## src/rtl/irq_bank_pkg.sv

```systemverilog
package irq_bank_pkg;
  localparam int SUM_W         = 32;
  localparam int SUM_IPI_BIT   = 0;
  localparam int SUM_LVL_BASE  = 1;
  localparam int SUM_PAIR_BASE = 7;

  function automatic int depth_for(int lvl, int nlvl, int low_d, int top_d);
    return (lvl == nlvl - 1) ? top_d : low_d;
  endfunction
endpackage

```

## src/rtl/irq_sat_counter.sv

```systemverilog
module irq_sat_counter #(
  parameter int MAX = 4
) (
  input  logic clk,
  input  logic rst,
  input  logic inc,
  input  logic dec,
  output logic nz
);
  localparam int W = $clog2(MAX + 1);

  logic [W-1:0] cnt_q;

  always_ff @(posedge clk) begin
    if (rst)
      cnt_q <= '0;
    else if (inc && !dec && cnt_q != W'(MAX))
      cnt_q <= cnt_q + W'(1);
    else if (dec && !inc && cnt_q != '0)
      cnt_q <= cnt_q - W'(1);
  end

  assign nz = |cnt_q;

  assert_no_overflow_R3: assert property (@(posedge clk) disable iff (rst)
    cnt_q <= W'(MAX));
  assert_sat_hold_R3: assert property (@(posedge clk) disable iff (rst)
    (cnt_q == W'(MAX) && inc && !dec) |=> cnt_q == W'(MAX));
  assert_zero_hold_R4: assert property (@(posedge clk) disable iff (rst)
    (cnt_q == '0 && dec && !inc) |=> cnt_q == '0);
  assert_both_stable_R5: assert property (@(posedge clk) disable iff (rst)
    (inc && dec) |=> $stable(cnt_q));
endmodule

```

## src/rtl/irq_cpu_bank.sv

```systemverilog
module irq_cpu_bank
  import irq_bank_pkg::*;
#(
  parameter int NUM_SLOTS = 5,
  parameter int NUM_LVLS  = 4,
  parameter int VID_W     = 4,
  parameter int SLOT_W    = 3,
  parameter int LVL_W     = 2,
  parameter int LOW_DEPTH = 4,
  parameter int TOP_DEPTH = 5
) (
  input  logic                    clk,
  input  logic                    rst,
  input  logic                    post_valid,
  input  logic [SLOT_W-1:0]       post_slot,
  input  logic [NUM_LVLS-1:0]     post_lvls,
  input  logic [(1<<VID_W)-1:0]   post_vids,
  input  logic [VID_W-1:0]        my_vid,
  input  logic [NUM_LVLS-1:0]     lvl_en,
  input  logic                    ip_en,
  input  logic                    ack_valid,
  input  logic [SLOT_W-1:0]       ack_slot,
  input  logic [LVL_W-1:0]        ack_lvl,
  input  logic                    ipi_valid,
  input  logic [(1<<VID_W)-1:0]   ipi_vids,
  input  logic                    ipi_clr,
  output logic [SUM_W-1:0]        summary,
  output logic [NUM_LVLS-1:0]     irq_req
);
  localparam int NPAIR = NUM_SLOTS * NUM_LVLS;

  logic [NPAIR-1:0]    nz;
  logic [NUM_LVLS-1:0] lvl_any;
  logic                vid_hit;
  logic                ipi_set;
  logic                ip_q;

  assign vid_hit = post_vids[my_vid];
  assign ipi_set = ipi_valid && ipi_vids[my_vid] && ip_en;

  for (genvar s = 0; s < NUM_SLOTS; s++) begin : g_slot
    for (genvar l = 0; l < NUM_LVLS; l++) begin : g_lvl
      logic inc, dec;
      assign inc = post_valid && vid_hit && (post_slot == SLOT_W'(s))
                   && post_lvls[l] && lvl_en[l];
      assign dec = ack_valid && (ack_slot == SLOT_W'(s)) && (ack_lvl == LVL_W'(l));
      irq_sat_counter #(
        .MAX(depth_for(l, NUM_LVLS, LOW_DEPTH, TOP_DEPTH))
      ) u_cnt (
        .clk(clk), .rst(rst), .inc(inc), .dec(dec), .nz(nz[s*NUM_LVLS+l])
      );
      assert_req_follows_R6: assert property (@(posedge clk) disable iff (rst)
        nz[s*NUM_LVLS+l] |-> irq_req[l]);
    end
  end

  always_ff @(posedge clk) begin
    if (rst)          ip_q <= 1'b0;
    else if (ipi_set) ip_q <= 1'b1;
    else if (ipi_clr) ip_q <= 1'b0;
  end

  always_comb begin
    lvl_any = '0;
    for (int s = 0; s < NUM_SLOTS; s++)
      for (int l = 0; l < NUM_LVLS; l++)
        lvl_any[l] = lvl_any[l] | nz[s*NUM_LVLS+l];
  end

  always_comb begin
    summary = '0;
    summary[SUM_IPI_BIT] = ip_q;
    for (int l = 0; l < NUM_LVLS; l++)
      summary[SUM_LVL_BASE+l] = lvl_any[l];
    for (int p = 0; p < NPAIR; p++)
      summary[SUM_PAIR_BASE+p] = nz[p];
  end

  assign irq_req = lvl_any;

  assert_ipi_set_R7: assert property (@(posedge clk) disable iff (rst)
    (ipi_valid && ipi_vids[my_vid] && ip_en) |=> summary[SUM_IPI_BIT]);
  assert_ipi_clr_R8: assert property (@(posedge clk) disable iff (rst)
    (ipi_clr && !(ipi_valid && ipi_vids[my_vid] && ip_en)) |=> !summary[SUM_IPI_BIT]);
  assert_unaddressed_R2: assert property (@(posedge clk) disable iff (rst)
    (post_valid && !post_vids[my_vid] && !ack_valid) |=> $stable(summary[SUM_W-1:SUM_PAIR_BASE]));
  assert_reset_clear_R10: assert property (@(posedge clk)
    rst |=> (summary == '0));
endmodule

```

## src/rtl/irq_count_bank.sv

```systemverilog
module irq_count_bank
  import irq_bank_pkg::*;
#(
  parameter int NUM_CPUS  = 2,
  parameter int NUM_SLOTS = 5,
  parameter int NUM_LVLS  = 4,
  parameter int VID_W     = 4,
  parameter int SLOT_W    = 3,
  parameter int LOW_DEPTH = 4,
  parameter int TOP_DEPTH = 5
) (
  input  logic                              clk,
  input  logic                              rst,
  input  logic                              post_valid,
  input  logic [SLOT_W-1:0]                 post_slot,
  input  logic [(1<<VID_W)+NUM_LVLS-1:0]    post_word,
  input  logic [NUM_CPUS*VID_W-1:0]         cpu_vid,
  input  logic [NUM_CPUS*NUM_LVLS-1:0]      cpu_lvl_en,
  input  logic [NUM_CPUS-1:0]               cpu_ip_en,
  input  logic [NUM_CPUS-1:0]               ack_valid,
  input  logic [NUM_CPUS*SLOT_W-1:0]        ack_slot,
  input  logic [NUM_CPUS*$clog2(NUM_LVLS)-1:0] ack_lvl,
  input  logic                              ipi_valid,
  input  logic [(1<<VID_W)-1:0]             ipi_vids,
  input  logic [NUM_CPUS-1:0]               ipi_clr,
  output logic [NUM_CPUS*SUM_W-1:0]         summary,
  output logic [NUM_CPUS*NUM_LVLS-1:0]      irq_req
);
  localparam int NVID  = 1 << VID_W;
  localparam int LVL_W = $clog2(NUM_LVLS);

  for (genvar c = 0; c < NUM_CPUS; c++) begin : g_cpu
    irq_cpu_bank #(
      .NUM_SLOTS(NUM_SLOTS), .NUM_LVLS(NUM_LVLS), .VID_W(VID_W),
      .SLOT_W(SLOT_W), .LVL_W(LVL_W),
      .LOW_DEPTH(LOW_DEPTH), .TOP_DEPTH(TOP_DEPTH)
    ) u_bank (
      .clk       (clk),
      .rst       (rst),
      .post_valid(post_valid),
      .post_slot (post_slot),
      .post_lvls (post_word[NVID +: NUM_LVLS]),
      .post_vids (post_word[NVID-1:0]),
      .my_vid    (cpu_vid[c*VID_W +: VID_W]),
      .lvl_en    (cpu_lvl_en[c*NUM_LVLS +: NUM_LVLS]),
      .ip_en     (cpu_ip_en[c]),
      .ack_valid (ack_valid[c]),
      .ack_slot  (ack_slot[c*SLOT_W +: SLOT_W]),
      .ack_lvl   (ack_lvl[c*LVL_W +: LVL_W]),
      .ipi_valid (ipi_valid),
      .ipi_vids  (ipi_vids),
      .ipi_clr   (ipi_clr[c]),
      .summary   (summary[c*SUM_W +: SUM_W]),
      .irq_req   (irq_req[c*NUM_LVLS +: NUM_LVLS])
    );
  end
endmodule

```

## config.mk

```make
export PLATFORM = sky130hd
export DESIGN_NAME = irq_count_bank
export DESIGN_NICKNAME = d
export VERILOG_FILES = /design/src/rtl/irq_bank_pkg.sv /design/src/rtl/irq_sat_counter.sv /design/src/rtl/irq_cpu_bank.sv /design/src/rtl/irq_count_bank.sv
export SDC_FILE = /design/constraint.sdc
export NUM_CORES = 1
export LEC_CHECK = 0
export ABC_AREA = 0
export BUFFER_PORTS_ARGS = -buffer_cell sky130_fd_sc_hd__buf_2
export CAP_MARGIN = 20
export CORE_UTILIZATION = 23
export DETAILED_ROUTE_END_ITERATION = 16
export GPL_TIMING_DRIVEN = 1
export PLACE_DENSITY_LB_ADDON = 0.15
export RECOVER_POWER = 50
export SLEW_MARGIN = 20
export SYNTH_ARGS = -nofsm -noshare
export SYNTH_HDL_FRONTEND = slang
export SYNTH_SLANG_ARGS = --single-unit
```

## constraint.sdc

```tcl
create_clock -name clk -period 4 [get_ports clk]
set_input_delay 0.8 -clock clk [delete_from_list [all_inputs] [get_ports clk]]
set_output_delay 0.8 -clock clk [all_outputs]
set_load 0.03 [all_outputs]
```

==> flow_metrics.env <==
export IMPL_die_area_sq_um=48000
export IMPL_fin_nets=1473
export IMPL_die_w_microns=219
export IMPL_syn_avg_cell_area_sq_um=8.52
export IMPL_worstHoldStart="g_cpu[1].u_bank.ip_q"
export IMPL_ctsHoldBuffers=0
export IMPL_area_growth_syn_to_layout_pct=14.1
export IMPL_hold_end="g_cpu[1].u_bank.ip_q"
export IMPL_p_leak_nw=5.10
export IMPL_worst_ep_required_time_ps=4330
export IMPL_drive_gt1_frac=0.182
export IMPL_vias_per_cell=4.65
export IMPL_ioPinCount=147
export IMPL_n_fill_cell=5083
export IMPL_max_freq_mhz=282
export IMPL_drt_wl_total_microns=32700
export IMPL_finalCriticalPeriod_ps=3550
export IMPL_die_y_microns=219
export IMPL_clockBufferDepth=2
export IMPL_whs_path_depth=2
export IMPL_fin_setup_tns_ps=0
export IMPL_reg2regPathDepth=8
export IMPL_critPathLaunchType="input port"
export IMPL_async_flop_share=0
export IMPL_path_clk_slew_ps=60
export IMPL_cap_viol_max_count=0
export IMPL_syn_inst=1271
export IMPL_final_util=0.266
export IMPL_overflow=0
export IMPL_cts_tree="yes"
export IMPL_synth_distinct_cells=65
export IMPL_grt_setup_unrepaired="no"
export IMPL_slew_violations=0
export IMPL_setup_viol=0
export IMPL_drt_first_iter_violations=515
export IMPL_powerDensity_nw_per_um2=271
export IMPL_start_util=0.233
export IMPL_synth_edf_count=0
export IMPL_synthFlopType="dfxtp_1"
export IMPL_numCtsBuffers=17
export IMPL_hold_path_class="flop to flop"
export IMPL_grt_pass1_vias=8772
export IMPL_seq_area_frac_synth=0.226
export IMPL_path_class="input port to flop"
export IMPL_power_mw=3.34
export IMPL_placed_cell_area_sq_um=11900
export IMPL_worst_slack_ps=452
export IMPL_endpoint_kind="flop"
export IMPL_dp_cells=1946
export IMPL_dp_hpwl_microns=25700
export IMPL_cts_setup_buffers=0
export IMPL_rrSetupSlack_ps=1540
export IMPL_synth_area_top_cells="dfxtp_1, mux2i_1, fa_1"
export IMPL_yosys_area_top_type="dfxtp_1"
export IMPL_antenna_found_initial=2
export IMPL_numPortBuffers=132
export IMPL_ys_seq_elements=122
export IMPL_htreeDepth=4
export IMPL_grt_total_usage=0.139
export IMPL_grt_max_degree=134
export IMPL_drt_pass1_iter_count=5
export IMPL_fin_hold_ws_ps=477
export IMPL_place_congestion=0.801
export IMPL_num_antenna_cells=0
export IMPL_via_count=9200
export IMPL_period_share=0.887
export IMPL_timing_final_hold_violations=0
export IMPL_ys_warn_count=0
export IMPL_synthesis_area_sq_um=10800
export IMPL_ctsResizeCount=0
export IMPL_ant_nets=0
export IMPL_cp_max_fo=8
export IMPL_final_cells=1978
export IMPL_pre_cts_slack_ps=129
export IMPL_drc=0
export IMPL_status="completed"
export IMPL_cts_sinks=122
export IMPL_final_area_sq_um=12400
export IMPL_maxSlewHeadroom=0.321
export IMPL_core_area_sq_um=46500
export IMPL_rows=79
export IMPL_insertion_delay_ps=450
export IMPL_tightest_slew_ps=1020
export IMPL_fin_skew_ps=7.48
export IMPL_crit_arrival_ps=3880
export IMPL_grt_pass1_wl_microns=50800
export IMPL_peakVddDrop_mv=0.212
export IMPL_wl_per_cell_microns=16.5
export IMPL_post_synth_top_area_fraction=0.226
export IMPL_clockRootBuffer="clkbuf_16"
==> final cells by class <==
class | instances | area (sq um) | share of cell area
Clock inverter | 14 | 146 | 0.0119
Inverter | 36 | 135 | 0.0109
Multi-Input combinational cell | 1004 | 7480 | 0.606
Sequential cell | 122 | 2440 | 0.198
Tap cell | 607 | 759 | 0.0615
Clock buffer | 18 | 439 | 0.0356
Timing Repair Buffer | 177 | 947 | 0.0767
==> flip-flops by register name (all words and copies together), names as in the netlist <==
register,count
g_cpu.u_bank.g_slot.g_lvl.u_cnt.cnt_q,120
g_cpu.u_bank.ip_q,2
==> cells in the mapped netlist, types with 37 or more instances <==
| library cell | number |
|---|---|
| nor2_1 | 165 |
| dfxtp_1 | 122 |
| nand2b_1 | 100 |
| mux2i_1 | 83 |
| nand2_1 | 81 |
| nor2b_1 | 75 |
| buf_4 | 66 |
| mux2_2 | 47 |
| clkbuf_1 | 45 |
| or3_1 | 44 |
| fa_1 | 40 |
| nor3_1 | 39 |
| a21oi_1 | 37 |
==> report_power, final <==
group	switching, mW	internal (mW)
clock network	0.665	0.933
logic	0.337	0.174
registers	0.0106	1.22
==> worst max path at each step <==
stage               startpoint   end  slack, ps  depth (start not counted)
floorplan           cpu_vid[2]  flop        540                         10
global placement    cpu_vid[0]  flop        200                         11
detailed placement  cpu_vid[0]  flop        130                         11
CTS                 cpu_vid[4]  flop        610                         11
global route        cpu_vid[4]  flop        210                         10
finish              cpu_vid[0]  flop        450                         11
==> cell usage in the layout, fill, tap and decap left out, types with 21 or more instances in the layout <==
cell	synthesis	routed
nor2_1	165	164
dfxtp_1	122	122
nand2b_1	100	100
buf_2	6	86
mux2i_1	83	83
nand2_1	81	81
nor2b_1	75	75
clkbuf_1	45	52
mux2_2	47	47
or3_1	44	44
fa_1	40	40
nor3_1	39	39
a21oi_1	37	37
inv_1	36	36
buf_4	66	36
o211ai_1	29	30
nand3_1	28	28
and3_1	27	27
a22oi_1	26	26
mux2_1	24	24
mux4_2	21	21
==> kinds of logic after synthesis <==
group	after synthesis	synth area share
simple gates	620	0.301
buf+inv	158	0.0812
other cells	1	0.000346
mux	175	0.194
compound gates	155	0.124
fa+ha+maj	40	0.0739
flops	122	0.226
==> layer usage <==
| layer | track usage | wire [microns] | vias up |
|---|---|---|---|
| met5 | 0 | 13 | - |
| met4 | 0.0315 | 372 | 2 |
| met3 | 0.0288 | 1110 | 26 |
| met2 | 0.240 | 16000 | 162 |
| met1 | 0.178 | 15200 | 4418 |
| li1 | - | - | 4592 |
==> worst max-delay path, stage by stage <==
cell	delay (ps)
buf_2	210
clkbuf_1	190
mux2i_1	130
a22oi_1	260
nand2_2	190
a211oi_1	670
nand2_1	150
fa_1	410
or3_1	380
mux2i_1	160
mux2_1	330
No activity file was read; power rests on OpenSTA's default activity.
